## src/rtl/cfg_addr_pkg.sv

```systemverilog
package cfg_addr_pkg;
    localparam int BUS_W   = 8;
    localparam int DEVFN_W = 8;
    localparam int OFF_W   = 8;
    localparam int SIZE_W  = 3;
    localparam int DATA_W  = 32;
    localparam int ADDR_W  = 32;
    localparam int LANE_W  = $clog2(DATA_W / 8);
    localparam int LEN_W   = 5;

    typedef enum logic [2:0] {
        ST_IDLE,
        ST_APPLY,
        ST_ISSUE,
        ST_WAIT,
        ST_RESTORE,
        ST_COMPLETE,
        ST_REJECT
    } cfg_state_e;

    typedef struct packed {
        logic [ADDR_W-1:0] cfg;
        logic              type1;
        logic              write;
        logic [DATA_W-1:0] wdata;
        logic [LANE_W-1:0] lane;
        logic [SIZE_W-1:0] size;
    } cfg_req_t;

    function automatic logic size_legal(input logic [SIZE_W-1:0] s);
        return (s == 3'd1) || (s == 3'd2) || (s == 3'd4);
    endfunction

    // (size - 1) * 8 for the legal sizes
    function automatic logic [LEN_W-1:0] size_len(input logic [SIZE_W-1:0] s);
        logic [LEN_W-1:0] r;
        unique case (s)
            3'd2:    r = 5'd8;
            3'd4:    r = 5'd24;
            default: r = 5'd0;
        endcase
        return r;
    endfunction
endpackage

```

## src/rtl/cfg_addr_encode.sv

```systemverilog
module cfg_addr_encode
    import cfg_addr_pkg::*;
#(
    parameter int               MAX_DEV      = 20,
    parameter int               SEL_BASE     = 11,
    parameter int               SPARSE_SHIFT = 5,
    parameter int               SPARSE_W     = 40,
    parameter logic [SPARSE_W-1:0] CFG_BASE  = 40'h3A_0000_0000
) (
    input  logic [BUS_W-1:0]    bus_num,
    input  logic [DEVFN_W-1:0]  devfn,
    input  logic [OFF_W-1:0]    offset,
    input  logic [SIZE_W-1:0]   size,
    output logic [ADDR_W-1:0]   cfg_addr,
    output logic                is_type1,
    output logic                bad,
    output logic [SPARSE_W-1:0] sparse
);
    localparam int DEV_W = DEVFN_W - 3;

    logic [DEV_W-1:0]  dev;
    logic [2:0]        fn;
    logic [ADDR_W-1:0] sel;
    logic [ADDR_W-1:0] t0_addr;
    logic [ADDR_W-1:0] t1_addr;
    logic [ADDR_W-1:0] reg_part;

    assign dev      = devfn[DEVFN_W-1:3];
    assign fn       = devfn[2:0];
    assign is_type1 = (bus_num != '0);
    assign reg_part = ADDR_W'({offset[OFF_W-1:2], 2'b00});

    // one-hot device select, one comparator per address bit
    for (genvar i = 0; i < ADDR_W; i++) begin : g_sel
        assign sel[i] = (i == SEL_BASE + int'(dev));
    end

    assign t0_addr = sel | (ADDR_W'(fn) << 8) | reg_part;
    assign t1_addr = (ADDR_W'(bus_num) << 16) | (ADDR_W'(devfn) << 8)
                   | reg_part | ADDR_W'(2'b01);

    always_comb begin
        cfg_addr = is_type1 ? t1_addr : t0_addr;
        bad      = !size_legal(size) || (!is_type1 && (int'(dev) > MAX_DEV));
        sparse   = CFG_BASE + (SPARSE_W'(cfg_addr) << SPARSE_SHIFT)
                 + SPARSE_W'(size_len(size));
    end
endmodule

```

## src/rtl/cfg_lane_align.sv

```systemverilog
module cfg_lane_align
    import cfg_addr_pkg::*;
(
    input  logic [LANE_W-1:0] wr_lane,
    input  logic [DATA_W-1:0] wdata_in,
    output logic [DATA_W-1:0] wdata_out,
    input  logic [LANE_W-1:0] rd_lane,
    input  logic [SIZE_W-1:0] rd_size,
    input  logic [DATA_W-1:0] rdata_in,
    output logic [DATA_W-1:0] rdata_out
);
    localparam int BYTES = DATA_W / 8;

    logic [DATA_W-1:0] rshift;
    logic [DATA_W-1:0] mask;

    assign wdata_out = wdata_in << {wr_lane, 3'b000};
    assign rshift    = rdata_in >> {rd_lane, 3'b000};

    // byte b survives when b is below the access size
    for (genvar b = 0; b < BYTES; b++) begin : g_mask
        assign mask[b*8 +: 8] = {8{(b < int'(rd_size))}};
    end

    assign rdata_out = rshift & mask;
endmodule

```

## src/rtl/cfg_ext_override.sv

```systemverilog
module cfg_ext_override
    import cfg_addr_pkg::*;
#(
    parameter int                    FORCE_BITS = 2,
    parameter logic [FORCE_BITS-1:0] FORCE_VAL  = 2'b01
) (
    input  logic              clk,
    input  logic              rst_n,
    input  logic              capture,
    input  logic [DATA_W-1:0] ext_in,
    output logic [DATA_W-1:0] apply_val,
    output logic [DATA_W-1:0] restore_val
);
    logic [DATA_W-1:0] saved_q;

    always_ff @(posedge clk) begin
        if (!rst_n)
            saved_q <= '0;
        else if (capture)
            saved_q <= ext_in;
    end

    assign apply_val   = {FORCE_VAL, saved_q[DATA_W-FORCE_BITS-1:0]};
    assign restore_val = saved_q;
endmodule

```

## src/rtl/cfg_addr_gen.sv

```systemverilog
module cfg_addr_gen
    import cfg_addr_pkg::*;
#(
    parameter int                  MAX_DEV      = 20,
    parameter int                  SEL_BASE     = 11,
    parameter int                  SPARSE_SHIFT = 5,
    parameter int                  SPARSE_W     = 40,
    parameter logic [SPARSE_W-1:0] CFG_BASE     = 40'h3A_0000_0000
) (
    input  logic                clk,
    input  logic                rst_n,
    input  logic                req_valid,
    input  logic [7:0]          req_bus,
    input  logic [7:0]          req_devfn,
    input  logic [7:0]          req_offset,
    input  logic [2:0]          req_size,
    input  logic                req_write,
    input  logic [31:0]         req_wdata,
    output logic                req_ack,
    output logic                req_err,
    output logic [31:0]         cfg_addr,
    output logic                bus_type1,
    output logic [SPARSE_W-1:0] sparse_addr,
    output logic                bus_valid,
    output logic                bus_write,
    output logic [31:0]         bus_wdata,
    input  logic                bus_done,
    input  logic [31:0]         bus_rdata,
    input  logic [31:0]         ext_cur,
    output logic                ext_wr,
    output logic [31:0]         ext_wdata,
    output logic                cpl_valid,
    output logic [31:0]         cpl_rdata
);
    cfg_state_e state_q, state_d;
    cfg_req_t   req_q;

    logic [SPARSE_W-1:0] sparse_q;
    logic [DATA_W-1:0]   rd_q;

    logic [ADDR_W-1:0]   enc_addr;
    logic                enc_type1;
    logic                enc_bad;
    logic [SPARSE_W-1:0] enc_sparse;
    logic [DATA_W-1:0]   wdata_al;
    logic [DATA_W-1:0]   rdata_ex;
    logic [DATA_W-1:0]   ext_apply;
    logic [DATA_W-1:0]   ext_restore;
    logic                accept;

    assign accept = (state_q == ST_IDLE) && req_valid;

    cfg_addr_encode #(
        .MAX_DEV(MAX_DEV), .SEL_BASE(SEL_BASE), .SPARSE_SHIFT(SPARSE_SHIFT),
        .SPARSE_W(SPARSE_W), .CFG_BASE(CFG_BASE)
    ) u_encode (
        .bus_num (req_bus),
        .devfn   (req_devfn),
        .offset  (req_offset),
        .size    (req_size),
        .cfg_addr(enc_addr),
        .is_type1(enc_type1),
        .bad     (enc_bad),
        .sparse  (enc_sparse)
    );

    cfg_lane_align u_lane (
        .wr_lane  (req_offset[LANE_W-1:0]),
        .wdata_in (req_wdata),
        .wdata_out(wdata_al),
        .rd_lane  (req_q.lane),
        .rd_size  (req_q.size),
        .rdata_in (bus_rdata),
        .rdata_out(rdata_ex)
    );

    cfg_ext_override u_ext (
        .clk        (clk),
        .rst_n      (rst_n),
        .capture    (accept),
        .ext_in     (ext_cur),
        .apply_val  (ext_apply),
        .restore_val(ext_restore)
    );

    // state register and captured request
    always_ff @(posedge clk) begin
        if (!rst_n) begin
            state_q  <= ST_IDLE;
            req_q    <= '0;
            sparse_q <= '0;
            rd_q     <= '0;
        end else begin
            state_q <= state_d;
            if (accept) begin
                req_q.cfg   <= enc_addr;
                req_q.type1 <= enc_type1;
                req_q.write <= req_write;
                req_q.wdata <= wdata_al;
                req_q.lane  <= req_offset[LANE_W-1:0];
                req_q.size  <= req_size;
                sparse_q    <= enc_sparse;
            end
            if ((state_q == ST_WAIT) && bus_done)
                rd_q <= req_q.write ? '0 : rdata_ex;
        end
    end

    // transitions
    always_comb begin
        state_d = state_q;
        unique case (state_q)
            ST_IDLE: begin
                if (req_valid) begin
                    if (enc_bad)        state_d = ST_REJECT;
                    else if (enc_type1) state_d = ST_APPLY;
                    else                state_d = ST_ISSUE;
                end
            end
            ST_REJECT:   state_d = ST_IDLE;
            ST_APPLY:    state_d = ST_ISSUE;
            ST_ISSUE:    state_d = ST_WAIT;
            ST_WAIT: begin
                if (bus_done)
                    state_d = req_q.type1 ? ST_RESTORE : ST_COMPLETE;
            end
            ST_RESTORE:  state_d = ST_COMPLETE;
            ST_COMPLETE: state_d = ST_IDLE;
            default:     state_d = ST_IDLE;
        endcase
    end

    // outputs decoded from state
    always_comb begin
        req_ack   = 1'b0;
        req_err   = 1'b0;
        bus_valid = 1'b0;
        ext_wr    = 1'b0;
        ext_wdata = '0;
        cpl_valid = 1'b0;
        unique case (state_q)
            ST_REJECT: begin
                req_ack = 1'b1;
                req_err = 1'b1;
            end
            ST_APPLY: begin
                ext_wr    = 1'b1;
                ext_wdata = ext_apply;
            end
            ST_ISSUE: begin
                req_ack   = 1'b1;
                bus_valid = 1'b1;
            end
            ST_RESTORE: begin
                ext_wr    = 1'b1;
                ext_wdata = ext_restore;
            end
            ST_COMPLETE: cpl_valid = 1'b1;
            default: ;
        endcase
    end

    assign cfg_addr    = req_q.cfg;
    assign bus_type1   = req_q.type1;
    assign bus_write   = req_q.write;
    assign bus_wdata   = req_q.wdata;
    assign sparse_addr = sparse_q;
    assign cpl_rdata   = rd_q;
endmodule

```

## config.mk

```make
export PLATFORM = sky130hd
export DESIGN_NAME = cfg_addr_gen
export DESIGN_NICKNAME = d
export VERILOG_FILES = /design/src/rtl/cfg_addr_pkg.sv /design/src/rtl/cfg_addr_encode.sv /design/src/rtl/cfg_lane_align.sv /design/src/rtl/cfg_ext_override.sv /design/src/rtl/cfg_addr_gen.sv
export SDC_FILE = /design/constraint.sdc
export NUM_CORES = 1
export LEC_CHECK = 0
export CELL_PAD_IN_SITES_DETAIL_PLACEMENT = 1
export CELL_PAD_IN_SITES_GLOBAL_PLACEMENT = 2
export CORE_MARGIN = 1.5
export CORE_UTILIZATION = 37
export DETAILED_ROUTE_END_ITERATION = 7
export DONT_BUFFER_PORTS = 1
export PLACE_DENSITY = 0.89
export SETUP_SLACK_MARGIN = 0.4
export SYNTH_ARGS = -nofsm -noshare
export SYNTH_HDL_FRONTEND = slang
export SYNTH_HIERARCHICAL = 1
export SYNTH_SLANG_ARGS = --single-unit
export TNS_END_PERCENT = 10
```

## constraint.sdc

```tcl
create_clock -name clk -period 2.4 [get_ports clk]
set_input_delay 0.24 -clock clk [delete_from_list [all_inputs] [get_ports clk]]
set_output_delay 0.24 -clock clk [all_outputs]
set_load 0.1 [all_outputs]
```

==> results of run 1 <==
-- stage by stage --
stage	util, %	power [µW]	setup slack, ns
after floorplan	-	8390	0.308
after global placement	40.3	9010	0.398
after CTS	44.0	12200	0.328
after detailed placement	40.3	9100	0.277
final	45.7	12500	0.335
after global routing	45.7	13000	0.287
-- layout make-up --
type	count	area, µm²
fillers	3032	14600
well taps	341	427
clock buffers	20	457
flip-flops and latches	178	3570
multi-input cells	768	5160
clock inverters	11	103
inverters	6	30.0
repair buffers	239	2490
-- sequential cells by signal, summed over array words and instances (netlist names) --
| register | flops |
|---|---|
| u_ext/restore_val | 32 |
| cfg_addr | 32 |
| state_q | 3 |
| bus_write | 1 |
| sparse_addr | 40 |
| cpl_rdata | 32 |
| req_q | 5 |
| bus_type1 | 1 |
| bus_wdata | 32 |
-- cell usage after synthesis (8+ instances only) --
cell type | number | area (µm²)
a21boi_2 | 30 | 338
nor3_1 | 11 | 55.1
nand2_1 | 266 | 998
and2_1 | 18 | 113
buf_6 | 21 | 236
o21ai_0 | 9 | 45.0
buf_4 | 133 | 998
nor2_1 | 30 | 113
mux2i_1 | 64 | 641
buf_2 | 29 | 145
dfxtp_1 | 178 | 3560
clkbuf_1 | 38 | 143
a21oi_1 | 10 | 50.1
a22o_1 | 33 | 289
a2bb2oi_1 | 8 | 70.1
nor2b_1 | 50 | 313
a211oi_1 | 24 | 180
nand3b_1 | 34 | 255
a21boi_1 | 80 | 601
a21boi_0 | 34 | 255
-- worst paths after layout --
kind | from | depth (start not counted) | to | slack, ns
setup / recovery | state_q[1]$_SDFFE_PN0P_ | 6 | ext_wdata[27] | 0.33
hold / removal | ext_cur[26] | 2 | u_ext/restore_val[26]$_SDFFE_PN0P_ | -0.004
setup reg to reg | state_q[2]$_SDFFE_PN0P_ | 8 | u_ext/restore_val[22]$_SDFFE_PN0P_ | 0.47
hold reg to reg | sparse_addr[3]$_SDFFE_PN0P_ | 2 | sparse_addr[3]$_SDFFE_PN0P_ | 0.46
-- metal layers --
layer,vias to the layer above,wire [µm]
li1,3880,-
met1,3883,13100
met2,232,15600
met3,42,1980
met4,0,514
met5,-,0
-- worst reg2reg max path, delay by kind of cell (launching register included) --
family | cells | cell delay [ns]
AND/OR/NAND/NOR | 3 | 0.46
flip-flops | 1 | 0.33
buffers and inverters | 4 | 0.72
multiplexers | 1 | 0.31
-- timing repair --
item,CTS,global route
hold buffers,16,13
pin swaps,5,3
cloned,2,4
endpoints found under the setup margin,35,33
gates resized for setup,21,20
buffers inserted,12,6
endpoints found under the hold margin,172,64
-- power by group --
group | internal, µW | switching, µW
Combinational | 1800 | 4320
Clock | 1490 | 1260
Sequential | 3350 | 236
-- cells by family after synthesis --
family / Yosys count / synth area share (%)
mux: 66 / 6.58
other cells: 3 / 0.112
buf+inv: 232 / 16.2
simple gates: 443 / 21.5
xor+xnor: 2 / 0.174
compound gates: 248 / 20.0
fa+ha+maj: 1 / 0.124
flops: 178 / 35.4
==> impl_metrics.toml, run 1 <==
[timing]
rsz0062_at_grt = "true"
min_period_ns = 2.07
relSlewSlack_pct = 21.1
final-hold-violation-count = 1
fin_tns_setup_ns = 0
holdWs_ns = -0.00359
report.final.slew_viol_count = 0
tightest_slew_ns = 1.17
fmax_mhz = 484
fin_crit_sh_pct = 86.0
finalSetupViolations = 0
clock_skew_ns = 0.0106

[place]
io_buffer_count = 0
dpl_cell_area_mm2 = 0.0108
dp_cells = 1479
place.gp.congestion = 0.852
dp_hpwl_um = 19500

[cts]
htreeDepth = 4
cts_buffers = 17
root_buffer = "clkbuf_16"
cts_tree = "built"
clock-sinks = 178
cts_buffer_depth = 2
clkTransAtPathRegs_ns = 0.07
clock_latency_ns = 0.43

[finish]
antenna_cells = 0
final_area_mm2 = 0.0122
nets = 1339
final_cell_mix = "265 x nand2_1, 175 x dfxtp_1, 162 x buf_4"
layout_commonest_cell = "nand2_1"
final_cells = 1563
drive_gt1_share_pct = 27.5
area_delta_synth_final_pct = 21.5

[global_route]
overflow = 0
grt_pass1_vias = 8144
grt_max_degree = 179
grt_busiest_layer = "met2"
grtUsageMet1_pct = 24.4
grt_pass1_wl_um = 45300
antenna_found_initial = 1
grt_util_met3_pct = 5.78
grt_use_met2_pct = 35.4
track_usage_pct = 20.3

[logic_synthesis]
async_flop_share_pct = 0
syn_inst = 1173
ys_seq_area_share_pct = 35.4
yosys_warnings = 6
netlist_area_mm2 = 0.0101
synthFlopType = "dfxtp_1"
ys_ff_latch = 178
ys_types = 61
synth.avg_cell_area_um2 = 8.59
synth_enable_flop_cells = 0

[routing]
num_vias = 8037
dr.pass1.iters = 4
routed_wl_um = 31300
drt-vias-per-instance = 5.14
drc_errors = 0
first_iter_violations = 380
ant_nets = 0
routedWlPerCell_um = 20.0

[floorplan]
core.rowCount = 60
core_area_mm2 = 0.0268
num_io_pins = 303
die_w_um = 168
die_h_um = 168
initial_core_util_pct = 37.6
fp.dieArea_mm2 = 0.0282

[setup_path]
path_buf_inv = 4
crit_required_ns = 2.16
cp_top_family = "buffers and inverters"
path_class = "reg2out"
worstPathCellList = "buf_4 -> nor3b_4 -> buf_4 -> clkbuf_16 -> a22o_1 -> buf_12"
worst_setup_path_start_kind = "flop"
cp_slowest_cell = "dfxtp_4"
endpoint_kind = "output pin"
critPathMaxFanout = 8
cpMostUsedCell = "buf_4"
worstPathArrival_ns = 1.83
cpPeakStageDelay_ns = 0.34

[power]
ir_worst_vdd_uv = 475
power_density_mw_per_mm2 = 1020
p_leak_uw = 0.00484

[job]
cap_viol_max_count = 0

[run_status]
outcome = "complete, but fails checks"
violations = "negative hold slack"

[hold_path]
hp-class = "in2reg"
Note: power is estimated with default switching activity, not from simulation.
==> run 2: changes to the inputs <==
==> constraint.sdc (replaced) <==
create_clock -name clk -period 2.4 [get_ports clk]
set_input_delay 0.24 -clock clk [delete_from_list [all_inputs] [get_ports clk]]
set_output_delay 0.24 -clock clk [all_outputs]
set_load 0.05 [all_outputs]
==> run 2 against run 1 <==
  * First-iteration DRC count up 2.6%
  * The flow still finishes with violations (negative hold slack)
  * Highest routed layer unchanged
  * Largest cell class unchanged
  * Critical path type unchanged
  * Register-to-register slack worse by 0.02 ns
  * Final cell count down 8.6%
==> impl_metrics.toml, run 2 (synthesized netlist as in run 1, its figures left out) <==
[timing]
final-hold-violation-count = 4
fin_crit_sh_pct = 84.3
clock_skew_ns = 0.0104
relSlewSlack_pct = 20.3
fin_tns_setup_ns = 0
min_period_ns = 2.02
tightest_slew_ns = 1.19
holdWs_ns = -0.00912
finalSetupViolations = 0
fin_ws_ns = 0.376
rsz0062_at_grt = "true"
report.final.slew_viol_count = 0
fmax_mhz = 494

[global_route]
grt_max_degree = 179
grt_pass1_vias = 7459
grt_pass1_wl_um = 42500
antenna_found_initial = 0
overflow = 0
track_usage_pct = 19.0

[place]
dp_slack_ns = 0.309
place.gp.congestion = 0.814
io_buffer_count = 0
dp_hpwl_um = 18400

[power]
ir_worst_vdd_uv = 513
p_leak_uw = 0.00383
power_density_mw_per_mm2 = 993

[floorplan]
die_h_um = 168
die_w_um = 168
initial_core_util_pct = 37.6
core.rowCount = 60
core_area_mm2 = 0.0268
num_io_pins = 303
fp.dieArea_mm2 = 0.0282

[cts]
cts_buffers = 17
clock-sinks = 178
cts_tree = "built"
clkTransAtPathRegs_ns = 0.07
clock_latency_ns = 0.43
root_buffer = "clkbuf_16"
htreeDepth = 4
cts_buffer_depth = 2

[setup_path]
timing.rr.end = "u_ext/restore_val[15]$_SDFFE_PN0P_"
rrSetupSlack_ns = 0.45
critPathMaxFanout = 17
crit_required_ns = 2.16
worst_setup_path_start_kind = "flop"
worstPathArrival_ns = 1.78
r2r_start = "state_q[0]$_SDFFE_PN0P_"
r2r_cells = 8
endpoint_kind = "output pin"
path_class = "reg2out"

[finish]
multi_input_area_mm2 = 0.00494
antenna_cells = 0
area_delta_synth_final_pct = 5.35
nets = 1203
largest_reg_flops = 40
num-fill-cells = 3087
final_cell_mix = "265 x nand2_1, 177 x dfxtp_1, 80 x a21boi_1"
layout_commonest_cell = "nand2_1"
drive_gt1_share_pct = 15.6
regArea_mm2 = 0.00357
final_util_pct = 39.6

[routing]
drc_errors = 0
dr.pass1.iters = 4
first_iter_violations = 390
routed_wl_um = 28600
num_vias = 7487
routedWlPerCell_um = 20.0
drt-vias-per-instance = 5.24
ant_nets = 0

[job]
cap_viol_max_count = 0

[run_status]
outcome = "complete, but fails checks"
violations = "negative hold slack"

[hold_path]
worstHoldPathCells = 2
hold_end = "u_ext/restore_val[23]$_SDFFE_PN0P_"
hp-start = "ext_cur[23]"
hp-class = "in2reg"
[run 2: cell count changes in the layout (fill, tap and decap cells not counted), sizes merged]
cell / previous run / this run
buf: 208 / 72
inv: 9 / 14
clkbuf: 23 / 20
clkinvlp: 3 / 1
bufinv: 1 / 2
clkinv: 4 / 3
nand2: 267 / 268
[run 2: power breakdown]
group	internal (µW)	total, µW	switching, µW	leakage (µW)
Sequential	3340	4520	1180	0.00145
Combinational	1230	3100	1880	0.00209
Clock	1580	2920	1340	0.000293
[run 2: repair_timing]
| item | CTS | global route |
|---|---|---|
| endpoints found under the setup margin | 33 | 90 |
| cloned | 2 | 4 |
| hold endpoints to repair | 176 | 109 |
| hold buffers | 16 | 14 |
| pin swaps | 5 | 3 |
| setup buffers | 5 | 9 |
| gates resized for setup | 26 | 4 |
[run 2: area by class of cell]
class / instances / share of cell area (%)
Multi-Input combinational cell: 769 / 46.6
Timing Repair Buffer: 102 / 9.87
Tap cell: 341 / 4.02
Sequential cell: 178 / 33.6
Clock inverter: 14 / 1.59
Inverter: 6 / 0.283
Clock buffer: 18 / 4.04
[run 2: critical path, stage by stage (launching register included)]
cell and delay [ns]:
dfxtp_1 0.32, buf_4 0.18, nor3b_4 0.20, buf_4 0.15
buf_12 0.14, a22o_1 0.18, buf_4 0.20
[run 2: stage by stage]
step / total power, µW / std cells / instance area [µm²]
6_report: 10500 / 1428 / 10600
5_1_grt: 11100 / 1428 / 10600
4_1_cts: 10400 / 1401 / 10300
3_5_place_dp: 7230 / 1346 / 9380
2_1_floorplan: 7120 / 1178 / 10100
3_3_place_gp: 7150 / 1346 / 9380
[run 2: worst max-delay path by stage]
stage	from	to	slack [ns]
3_5_place_dp	req_bus[1]	state_q[0]$_SDFFE_PN0P_	0.31
2_1_floorplan	req_bus[1]	state_q[0]$_SDFFE_PN0P_	0.39
3_3_place_gp	req_bus[1]	sparse_addr[35]$_SDFFE_PN0P_	0.39
6_report	state_q[1]$_SDFFE_PN0P_	ext_wdata[1]	0.38
5_1_grt	state_q[1]$_SDFFE_PN0P_	ext_wdata[1]	0.31
4_1_cts	state_q[0]$_SDFFE_PN0P_	ext_wdata[19]	0.36
[run 2: per-layer routing]
layer	vias to the layer above	track usage, %	part of all wire (%)
met5	-	0	0
met4	0	5.25	1.4
met3	29	6.42	7.6
met2	240	31.2	48
met1	3618	23.6	43
li1	3600	-	-
==> run 3: changes to the inputs <==
--- a/config.mk
+++ b/config.mk
@@ -5,13 +5,14 @@
 export SDC_FILE = /design/constraint.sdc
 export NUM_CORES = 1
 export LEC_CHECK = 0
+export ABC_AREA = 1
 export CELL_PAD_IN_SITES_DETAIL_PLACEMENT = 1
 export CELL_PAD_IN_SITES_GLOBAL_PLACEMENT = 2
 export CORE_MARGIN = 1.5
-export CORE_UTILIZATION = 37
+export CORE_UTILIZATION = 34
 export DETAILED_ROUTE_END_ITERATION = 7
 export DONT_BUFFER_PORTS = 1
-export PLACE_DENSITY = 0.89
+export PLACE_DENSITY = 0.9
 export SETUP_SLACK_MARGIN = 0.4
 export SYNTH_ARGS = -nofsm -noshare
 export SYNTH_HDL_FRONTEND = slang
==> constraint.sdc (replaced) <==
create_clock -name clk -period 2.1 [get_ports clk]
set_input_delay 0.21 -clock clk [delete_from_list [all_inputs] [get_ports clk]]
set_output_delay 0.21 -clock clk [all_outputs]
set_load 0.05 [all_outputs]
==> run 3 against run 2 <==
  * The flow now finishes without violations
  * Largest power group unchanged
  * Worst hold slack gained 0.027 ns
  * Synthesized cell count grew 31%
  * Highest routed layer unchanged
  * Non-clock buffer count grew 27
  * Critical path type unchanged
  * Largest cell class unchanged
  * Setup slack lost 0.14 ns
  * Via count grew 23%
==> impl_metrics.toml, run 3 <==
[job]
cap_viol_max_count = 0

[logic_synthesis]
async_flop_share_pct = 0
synth_commonest_cells = "485 x nand2_1, 178 x dfxtp_1, 167 x a21oi_1, 135 x buf_4, 130 x nor2_1"
yosys_warnings = 6
ys_top_cells_by_area = "dfxtp_1 35%, nand2_1 18%, buf_4 9.9%"
ys_ff_latch = 178
synthFlopType = "dfxtp_1"
syn_inst = 1531
netlist_area_mm2 = 0.0102
ys_types = 37
ys_seq_area_share_pct = 34.9
synth_top_cell_by_area = "dfxtp_1"
synth.avg_cell_area_um2 = 6.67
post-synth-top-area-fraction_pct = 34.9
synth.most_common_cell = "nand2_1"
synth_enable_flop_cells = 0

[global_route]
grt_util_met3_pct = 6.59
grt_pass1_wl_um = 50300
grt_pass1_vias = 9235
grt_use_met2_pct = 34.6
grt_busiest_layer = "met2"
grtUsageMet1_pct = 24.6
antenna_found_initial = 2
grt_max_degree = 114
overflow = 0
track_usage_pct = 20.6

[timing]
tightest_slew_ns = 0.615
finalSetupViolations = 0
min_period_ns = 1.86
fin_crit_sh_pct = 88.6
final-hold-violation-count = 0
fmax_mhz = 538
report.final.slew_viol_count = 0
fin_tns_setup_ns = 0
relSlewSlack_pct = 58.9
clock_skew_ns = 0.0137
rsz0062_at_grt = "true"

[finish]
final_cells = 1851
layout_commonest_cell = "nand2_1"
nets = 1575
final_cell_mix = "484 x nand2_1, 175 x dfxtp_1, 167 x a21oi_1"
final_util_pct = 37.7
largest_reg_flops = 40
drive_gt1_share_pct = 13.5
area_delta_synth_final_pct = 9.40

[cts]
clock-sinks = 178
clock_latency_ns = 0.44
root_buffer = "clkbuf_16"
htreeDepth = 4
cts_buffer_depth = 2
cts_tree = "built"
clkTransAtPathRegs_ns = 0.08
cts_buffers = 17

[floorplan]
initial_core_util_pct = 34.5
num_io_pins = 303
die_h_um = 176
core_area_mm2 = 0.0296
fp.dieArea_mm2 = 0.0311
core.rowCount = 63
die_w_um = 176

[place]
dp_cells = 1755
io_buffer_count = 0
dp_hpwl_um = 21300
place.gp.congestion = 0.815

[setup_path]
r2r_cells = 8
timing.rr.end = "bus_wdata[14]$_SDFFE_PN0P_"
worstPathArrival_ns = 1.65
path_class = "reg2out"
endpoint_kind = "output pin"
critPathMaxFanout = 9
r2r_start = "state_q[0]$_SDFFE_PN0P_"
critPathLaunch = "state_q[0]$_SDFFE_PN0P_"
rrSetupSlack_ns = 0.41
crit_required_ns = 1.89
worst_setup_path_start_kind = "flop"

[run_status]
outcome = "complete, no violations"

[routing]
dr.pass1.iters = 4
num_vias = 9172
drt-vias-per-instance = 4.96
routed_wl_um = 33000
ant_nets = 0
routedWlPerCell_um = 17.8
first_iter_violations = 434
drc_errors = 0

[power]
p_leak_uw = 0.00455
ir_worst_vdd_uv = 649
power_density_mw_per_mm2 = 1200

[hold_path]
hold_end = "cpl_rdata[0]$_SDFFE_PN0P_"
hp-start = "bus_done"
hp-class = "in2reg"
worstHoldPathCells = 2
run 3: cell types whose count changed after synthesis, moves of 42 or more:
cell,delta
nor2_1,+100
nand2_1,+219
a21oi_1,+157
nor2b_1,-50
mux2i_1,-64
a21boi_1,-80
nand4_1,+42
nand3_1,+53
inv_1,+104
run 3: report_power, final:
| part | switching [µW] | total (µW) | internal (µW) |
|---|---|---|---|
| Clock | 1490 | 3200 | 1710 |
| Combinational | 3170 | 4870 | 1710 |
| Sequential | 1460 | 5380 | 3920 |
| Total | 6120 | 13500 | 7330 |
run 3: through the flow:
stage	area, µm²	hold WS [ns]	total power (µW)	worst slack (ns)
2_1_floorplan	10200	0.330	9110	0.0716
3_3_place_gp	9630	0.335	9300	0.390
3_5_place_dp	9630	0.339	9430	0.293
4_1_cts	10900	0.00184	13200	0.293
5_1_grt	11200	0.0328	14200	0.183
6_report	11200	0.0175	13500	0.240
run 3: per-layer routing:
layer | up-vias | wire (µm)
met5 | - | 0
met4 | 0 | 767
met3 | 45 | 2410
met2 | 249 | 15900
met1 | 4348 | 13900
li1 | 4530 | -
run 3: cells by family after synthesis:
group                      count (synthesis)  synth area share [%]
adders and majority gates                  1                 0.122
buffers and inverters                    354                  21.1
other                                      3                 0.110
and+or+nand+nor                          759                  31.1
DFF                                      178                  34.9
AOI/OAI and AO/OA                        236                  12.7
run 3: how the worst max path moves through the flow:
stage | endpoint | depth (start not counted)
3_3_place_gp | sparse_addr[35]$_SDFFE_PN0P_ | 10
3_5_place_dp | sparse_addr[35]$_SDFFE_PN0P_ | 10
4_1_cts | ext_wdata[22] | 6
5_1_grt | ext_wdata[4] | 5
6_report | ext_wdata[4] | 5
2_1_floorplan | ext_wdata[14] | 4
run 3: what timing repair did:
item	CTS	global route
cloned	3	1
pin swaps	1	2
endpoints found under the hold margin	96	0
endpoints found under the setup margin	35	165
resized for setup	37	43
buffers inserted	7	1
hold buffers	50	0
run 3: layout make-up:
class,instances,area (µm²)
Tap cell,390,488
Timing Repair Buffer,129,1410
Sequential cell,178,3570
Fill cell,3744,18500
Multi-Input combinational cell,1004,4680
Clock buffer,22,464
Inverter,116,458
Clock inverter,10,100
Antenna cell,2,5.00
run 3: worst max-delay path: stages, from the launching register on:
cell     delay [ns]
dfxtp_4        0.38
buf_12         0.11
nand3_4        0.09
buf_4          0.21
o21ai_1        0.23
buf_6          0.20
